`src/rtl/oqpsk_shape_pkg.sv`:
```
package oqpsk_shape_pkg;

  // Pulse tap m of the selected shape; span*phases taps in total
  function automatic int shape_tap(int shape, int m, int span, int phases, int step);
    int len;
    len = span * phases;
    if (shape == 0) return (m < len / 2) ? step * (m + 1) : step * (len - m);
    return (m / phases == span / 2) ? step * (len / 2) : 0;
  endfunction

  // Superposed sample for one history pattern; bit k = symbol k periods old
  function automatic int table_entry(int shape, int bits, int ph, int span, int phases,
                                     int step);
    int acc;
    int t;
    acc = 0;
    for (int k = 0; k < span; k++) begin
      t = shape_tap(shape, k * phases + ph, span, phases, step);
      acc = (((bits >> k) & 1) != 0) ? acc - t : acc + t;
    end
    return acc;
  endfunction

endpackage

```
`src/rtl/rail_hist.sv`:
```
module rail_hist #(
  parameter int SPAN = 3
) (
  input  logic            clk_i,
  input  logic            rst_ni,
  input  logic            shift_i,
  input  logic            bit_i,
  output logic [SPAN-1:0] hist_o
);
  always_ff @(posedge clk_i or negedge rst_ni) begin
    if (!rst_ni)      hist_o <= '0;
    else if (shift_i) hist_o <= {hist_o[SPAN-2:0], bit_i};
  end
endmodule

```
`src/rtl/sym_timing.sv`:
```
module sym_timing #(
  parameter int SPAN   = 3,
  parameter int PHASES = 4,
  localparam int PH_W  = $clog2(PHASES),
  localparam int CNT_W = $clog2(SPAN + 1)
) (
  input  logic            clk_i,
  input  logic            rst_ni,
  output logic [PH_W-1:0] ph_o,
  output logic            i_shift_o,
  output logic            q_shift_o,
  output logic            full_o
);
  localparam logic [PH_W-1:0]  PH_LAST = PH_W'(PHASES - 1);
  localparam logic [PH_W-1:0]  PH_MID  = PH_W'(PHASES / 2 - 1);
  localparam logic [CNT_W-1:0] FILL_MAX = CNT_W'(SPAN);

  logic [CNT_W-1:0] fill_q;

  assign i_shift_o = (ph_o == PH_LAST);
  assign q_shift_o = (ph_o == PH_MID);
  assign full_o    = (fill_q == FILL_MAX);

  always_ff @(posedge clk_i or negedge rst_ni) begin
    if (!rst_ni) begin
      ph_o   <= '0;
      fill_q <= '0;
    end else begin
      ph_o <= i_shift_o ? '0 : ph_o + 1'b1;
      if (i_shift_o && !full_o) fill_q <= fill_q + 1'b1;
    end
  end
endmodule

```
`src/rtl/shape_rom.sv`:
```
module shape_rom
  import oqpsk_shape_pkg::*;
#(
  parameter int SPAN    = 3,
  parameter int PHASES  = 4,
  parameter int SHAPES  = 2,
  parameter int STEP    = 10,
  parameter int SAMP_W  = 10,
  localparam int PH_W   = $clog2(PHASES),
  localparam int MODE_W = $clog2(SHAPES),
  localparam int ADDR_W = MODE_W + SPAN + PH_W,
  localparam int DEPTH  = 2 ** ADDR_W
) (
  input  logic        [ADDR_W-1:0] addr_i,
  output logic signed [SAMP_W-1:0] sample_o
);
  logic signed [SAMP_W-1:0] tbl [DEPTH];

  for (genvar a = 0; a < DEPTH; a++) begin : g_entry
    localparam int SHP = a >> (SPAN + PH_W);
    localparam int BTS = (a >> PH_W) & ((1 << SPAN) - 1);
    localparam int PHS = a & (PHASES - 1);
    assign tbl[a] = SAMP_W'(table_entry(SHP, BTS, PHS, SPAN, PHASES, STEP));
  end

  assign sample_o = tbl[addr_i];
endmodule

```
`src/rtl/oqpsk_lut_mod.sv`:
```
module oqpsk_lut_mod #(
  parameter int SPAN    = 3,
  parameter int PHASES  = 4,
  parameter int SHAPES  = 2,
  parameter int STEP    = 10,
  parameter int SAMP_W  = 10,
  localparam int PH_W   = $clog2(PHASES),
  localparam int MODE_W = $clog2(SHAPES),
  localparam int ADDR_W = MODE_W + SPAN + PH_W
) (
  input  logic                     clk_i,
  input  logic                     rst_ni,
  input  logic                     in_valid_i,
  input  logic [1:0]               in_sym_i,
  output logic                     in_ready_o,
  input  logic [MODE_W-1:0]        mode_i,
  output logic                     underrun_o,
  output logic                     out_valid_o,
  output logic signed [SAMP_W-1:0] out_i_o,
  output logic signed [SAMP_W-1:0] out_q_o
);
  logic [PH_W-1:0]          ph, q_ph;
  logic                     i_shift, q_shift, full;
  logic [1:0]               sym_eff;
  logic                     q_pend;
  logic [SPAN-1:0]          hist_i, hist_q;
  logic signed [SAMP_W-1:0] samp_i, samp_q;

  sym_timing #(.SPAN(SPAN), .PHASES(PHASES)) u_timing (
    .clk_i, .rst_ni, .ph_o(ph), .i_shift_o(i_shift), .q_shift_o(q_shift), .full_o(full)
  );

  assign in_ready_o = i_shift;
  assign underrun_o = i_shift && !in_valid_i;
  assign sym_eff    = in_valid_i ? in_sym_i : 2'b00;  // idle symbol on underrun
  assign q_ph       = ph + PH_W'(PHASES / 2);          // half-symbol stagger

  always_ff @(posedge clk_i or negedge rst_ni) begin
    if (!rst_ni)      q_pend <= 1'b0;
    else if (i_shift) q_pend <= sym_eff[1];
  end

  rail_hist #(.SPAN(SPAN)) u_hist_i (
    .clk_i, .rst_ni, .shift_i(i_shift), .bit_i(sym_eff[0]), .hist_o(hist_i)
  );
  rail_hist #(.SPAN(SPAN)) u_hist_q (
    .clk_i, .rst_ni, .shift_i(q_shift), .bit_i(q_pend), .hist_o(hist_q)
  );

  shape_rom #(.SPAN(SPAN), .PHASES(PHASES), .SHAPES(SHAPES), .STEP(STEP), .SAMP_W(SAMP_W))
    u_rom_i (.addr_i({mode_i, hist_i, ph}), .sample_o(samp_i));
  shape_rom #(.SPAN(SPAN), .PHASES(PHASES), .SHAPES(SHAPES), .STEP(STEP), .SAMP_W(SAMP_W))
    u_rom_q (.addr_i({mode_i, hist_q, q_ph}), .sample_o(samp_q));

  always_ff @(posedge clk_i or negedge rst_ni) begin
    if (!rst_ni) begin
      out_valid_o <= 1'b0;
      out_i_o     <= '0;
      out_q_o     <= '0;
    end else begin
      out_valid_o <= full;
      out_i_o     <= full ? samp_i : '0;
      out_q_o     <= full ? samp_q : '0;
    end
  end
endmodule

```
`config.mk`:
```
export PLATFORM = sky130hd
export DESIGN_NAME = oqpsk_lut_mod
export DESIGN_NICKNAME = d
export VERILOG_FILES = /design/src/rtl/oqpsk_shape_pkg.sv /design/src/rtl/rail_hist.sv /design/src/rtl/sym_timing.sv /design/src/rtl/shape_rom.sv /design/src/rtl/oqpsk_lut_mod.sv
export SDC_FILE = /design/constraint.sdc
export NUM_CORES = 1
export LEC_CHECK = 0
export BUFFER_PORTS_ARGS = -buffer_cell sky130_fd_sc_hd__buf_2
export CAP_MARGIN = 20
export CORE_ASPECT_RATIO = 0.8
export CORE_MARGIN = 10
export CORE_UTILIZATION = 45
export DETAILED_ROUTE_END_ITERATION = 6
export MAX_ROUTING_LAYER = met4
export PLACE_DENSITY = 0.67
export SLEW_MARGIN = 30
export SYNTH_ARGS = -nofsm -noshare
export SYNTH_HDL_FRONTEND = slang
export SYNTH_SLANG_ARGS = --single-unit
```
`constraint.sdc`:
```
create_clock -name clk_i -period 1.82 [get_ports clk_i]
set_input_delay 0.364 -clock clk_i [delete_from_list [all_inputs] [get_ports clk_i]]
set_output_delay 0.364 -clock clk_i [all_outputs]
set_load 0.02 [all_outputs]
```
==> results.json <==
{
  "arrival_ns": 1.36,
  "finalWirelength_microns": 3350,
  "antenna_found_initial": 0,
  "preCtsSetupSlack_ns": 0.148,
  "synth_area_sq_mm": 0.00155,
  "ys_warn_count": 0,
  "cts_max_path_buffers": 2,
  "worst_path_dominant_cell_family": "buffers and inverters",
  "power_mw": 1.12,
  "final_max_slew_viol_count": 0,
  "die_x_microns": 85.6,
  "period_minus_slack_ns": 1.72,
  "setup_ws_ns": 0.0968,
  "crit_buf_inv": 3,
  "grt_setup_unrepaired": "false",
  "drive_above_1_share_pct": 23.0,
  "rows": 18,
  "cap_violations": 0,
  "worst_setup_path_end_kind": "primary output",
  "grt_start_max_net_pins": 27,
  "status": "complete, no violations",
  "reg2reg_slack_ns": 0.18,
  "crit_slowest_cell": "dfrtp_1",
  "wl_per_cell_microns": 15.4,
  "slowest_delay_ns": 0.39,
  "grt_pass1_wl_microns": 5730,
  "ys_ff_latch": 26,
  "critPathKind": "reg -> out",
  "setup_viol": 0,
  "max_freq_mhz": 580,
  "startpoint": "u_timing.ph_o[1]",
  "drtAntennaViolNets": 0,
  "r2r_start": "u_timing.ph_o[1]",
  "die_h_microns": 72.5,
  "cts_tree": "yes",
  "drc": 0,
  "ys_top_cells_by_count": "26 x dfrtp_1, 15 x nand2_1, 15 x nor2_1",
  "fin_crit_sh_pct": 94.7,
  "fillers": 310,
  "r2r_end": "out_q_o[2]",
  "synthDominantCellAreaShare_pct": 42.0,
  "async_flop_share_pct": 100,
  "io_buffer_count": 26,
  "drt_first_pass_iters": 4,
  "io_pins": 29,
  "fp.dieArea_sq_mm": 0.00620,
  "fin_skew_ns": 0.00282,
  "viasPerCell": 5.50,
  "syn_to_final_growth_pct": 7.35,
  "hold_class": "in -> async",
  "cp.required_ns": 1.46,
  "clk_pin_slew_ns": 0.08,
  "cp_cell_sequence": "buf_6, ha_1, buf_4, buf_2",
  "grt.overflow.total": 0,
  "clkSinkCount": 26,
  "slew_headroom_pct": 60.7,
  "start_kind": "register",
  "clk_latency_ns": 0.26,
  "tightest_slew_ns": 0.589,
  "cts_buffers": 3,
  "first_iter_violations": 165,
  "start_util_pct": 48.4,
  "grt_pass1_vias": 1177,
  "dominantRegCellSynth": "dfrtp_1",
  "synthTopCellsByArea": "dfrtp_1 42%, ha_1 5.7%, buf_4 5.3%",
  "antenna_cells": 0,
  "cp.depth": 4,
  "hold_viol_final": 0,
  "nNetsFinal": 193,
  "p_per_area_mw_per_mm2": 676,
  "hpwl_microns": 2460,
  "cp-endpoint": "in_ready_o",
  "gp_congestion": 0.898,
  "synth_largest_area_cell": "dfrtp_1",
  "synthDistinctLibCells": 41,
  "finalSetupTns_ns": 0,
  "r2r_cells": 6,
  "vdd_drop_max_uv": 434,
  "postCtsSetupRepairBufs": 0,
  "ctsHtreeMaxLevel": 1,
  "syn_avg_cell_area_sq_um": 9.56,
  "num_vias": 1200,
  "ctsHoldBuffers": 0,
  "synth-edff-count": 0,
  "worstPathMaxFanout": 13,
  "synthCells": 162,
  "power_leakage_nw": 0.746,
  "yosysMostFrequentCell": "dfrtp_1",
  "core_sq_mm": 0.00320,
  "grt.total_usage_pct": 11.3,
  "cts_root_buffer": "clkbuf_8",
  "seq_area_frac_synth_pct": 42.0
}
-- stage by stage --
step | utilization, % | hold WS [ns] | instance area (sq um) | instances
final | 52.0 | 0.0910 | 1660 | 218
after global routing | 52.0 | 0.123 | 1660 | 218
after CTS | 51.8 | 0.108 | 1660 | 218
after detailed placement | 50.5 | 0.405 | 1620 | 215
after global placement | 50.5 | 0.389 | 1620 | 215
after floorplan | - | 0.0684 | 1550 | 163
-- layout make-up --
class                      instances  area [sq um]  share of cell area, %
multi-input combinational        109           716                   43.0
tap                               40          50.0                   3.01
timing repair buffer              31           171                   10.3
clock buffer                       3          41.3                   2.48
inverter                           9          33.8                   2.03
sequential                        26           651                   39.1
-- flip-flops by register name, indices dropped and copies added (netlist names) --
register,flops
u_hist_i.hist_o,3
out_valid_o,1
u_hist_q.hist_o,3
u_timing.fill_q,2
out_i_o,7
out_q_o,7
u_timing.ph_o,2
q_pend,1
-- cell families after synthesis --
| logic type | count (synthesis) | share of synthesized area (%) |
|---|---|---|
| AO/OA/AOI/OAI | 38 | 17.4 |
| other | 1 | 0.242 |
| XOR/XNOR | 3 | 1.70 |
| AND/OR/NAND/NOR | 51 | 15.4 |
| flip-flops | 26 | 42.0 |
| adder cells (fa/ha/maj) | 7 | 5.65 |
| multiplexers | 8 | 5.41 |
| buffers and inverters | 28 | 12.1 |
-- report_power, final --
part           leakage [nW]  internal (mW)  switching [mW]
clock network        0.0216          0.148           0.167
logic                 0.422         0.0622           0.108
registers             0.303          0.607          0.0324
total                 0.746          0.817           0.307
-- routing by layer --
metal / part of all wire (%) / vias to the layer above / track usage (%) / wire, microns
met2: 44 / 66 / 17.2 / 1480
met5: 0 / - / - / 0
met3: 12 / 2 / 4.91 / 389
met1: 44 / 551 / 13.9 / 1470
li1: - / 581 / - / -
met4: 0.39 / 0 / 1.46 / 13
-- worst min path at each step --
stage	from	to	slack [ns]	cells after the start
after global placement	rst_ni	u_timing.fill_q[0]	0.39	1
after global routing	rst_ni	u_timing.fill_q[1]	0.12	1
final	rst_ni	u_timing.fill_q[1]	0.09	1
after CTS	rst_ni	u_timing.fill_q[1]	0.11	1
after detailed placement	rst_ni	u_timing.fill_q[1]	0.41	1
after floorplan	rst_ni	out_i_o[1]	0.07	0
-- layout by cell type (no fill, tap or decap), drive strengths merged, types with 2 or more instances in the layout --
cell / n
a2111oi: 3
a211oi: 4
a21boi: 2
a21oi: 6
a31oi: 4
buf: 31
clkbuf: 3
conb: 2
dfrtp: 26
ha: 7
inv: 9
mux2: 3
mux2i: 5
nand2: 15
nand2b: 4
nand3: 4
nand3b: 2
nor2: 15
nor3: 5
nor3b: 3
o21ai: 9
o22ai: 2
xor2: 2
-- what timing repair did --
| action | CTS | global route |
|---|---|---|
| endpoints found under the setup margin | 0 | 3 |
| hold endpoints to repair | 0 | 0 |
| resized for setup | 0 | 2 |
Power figures use the tool's default switching activity.
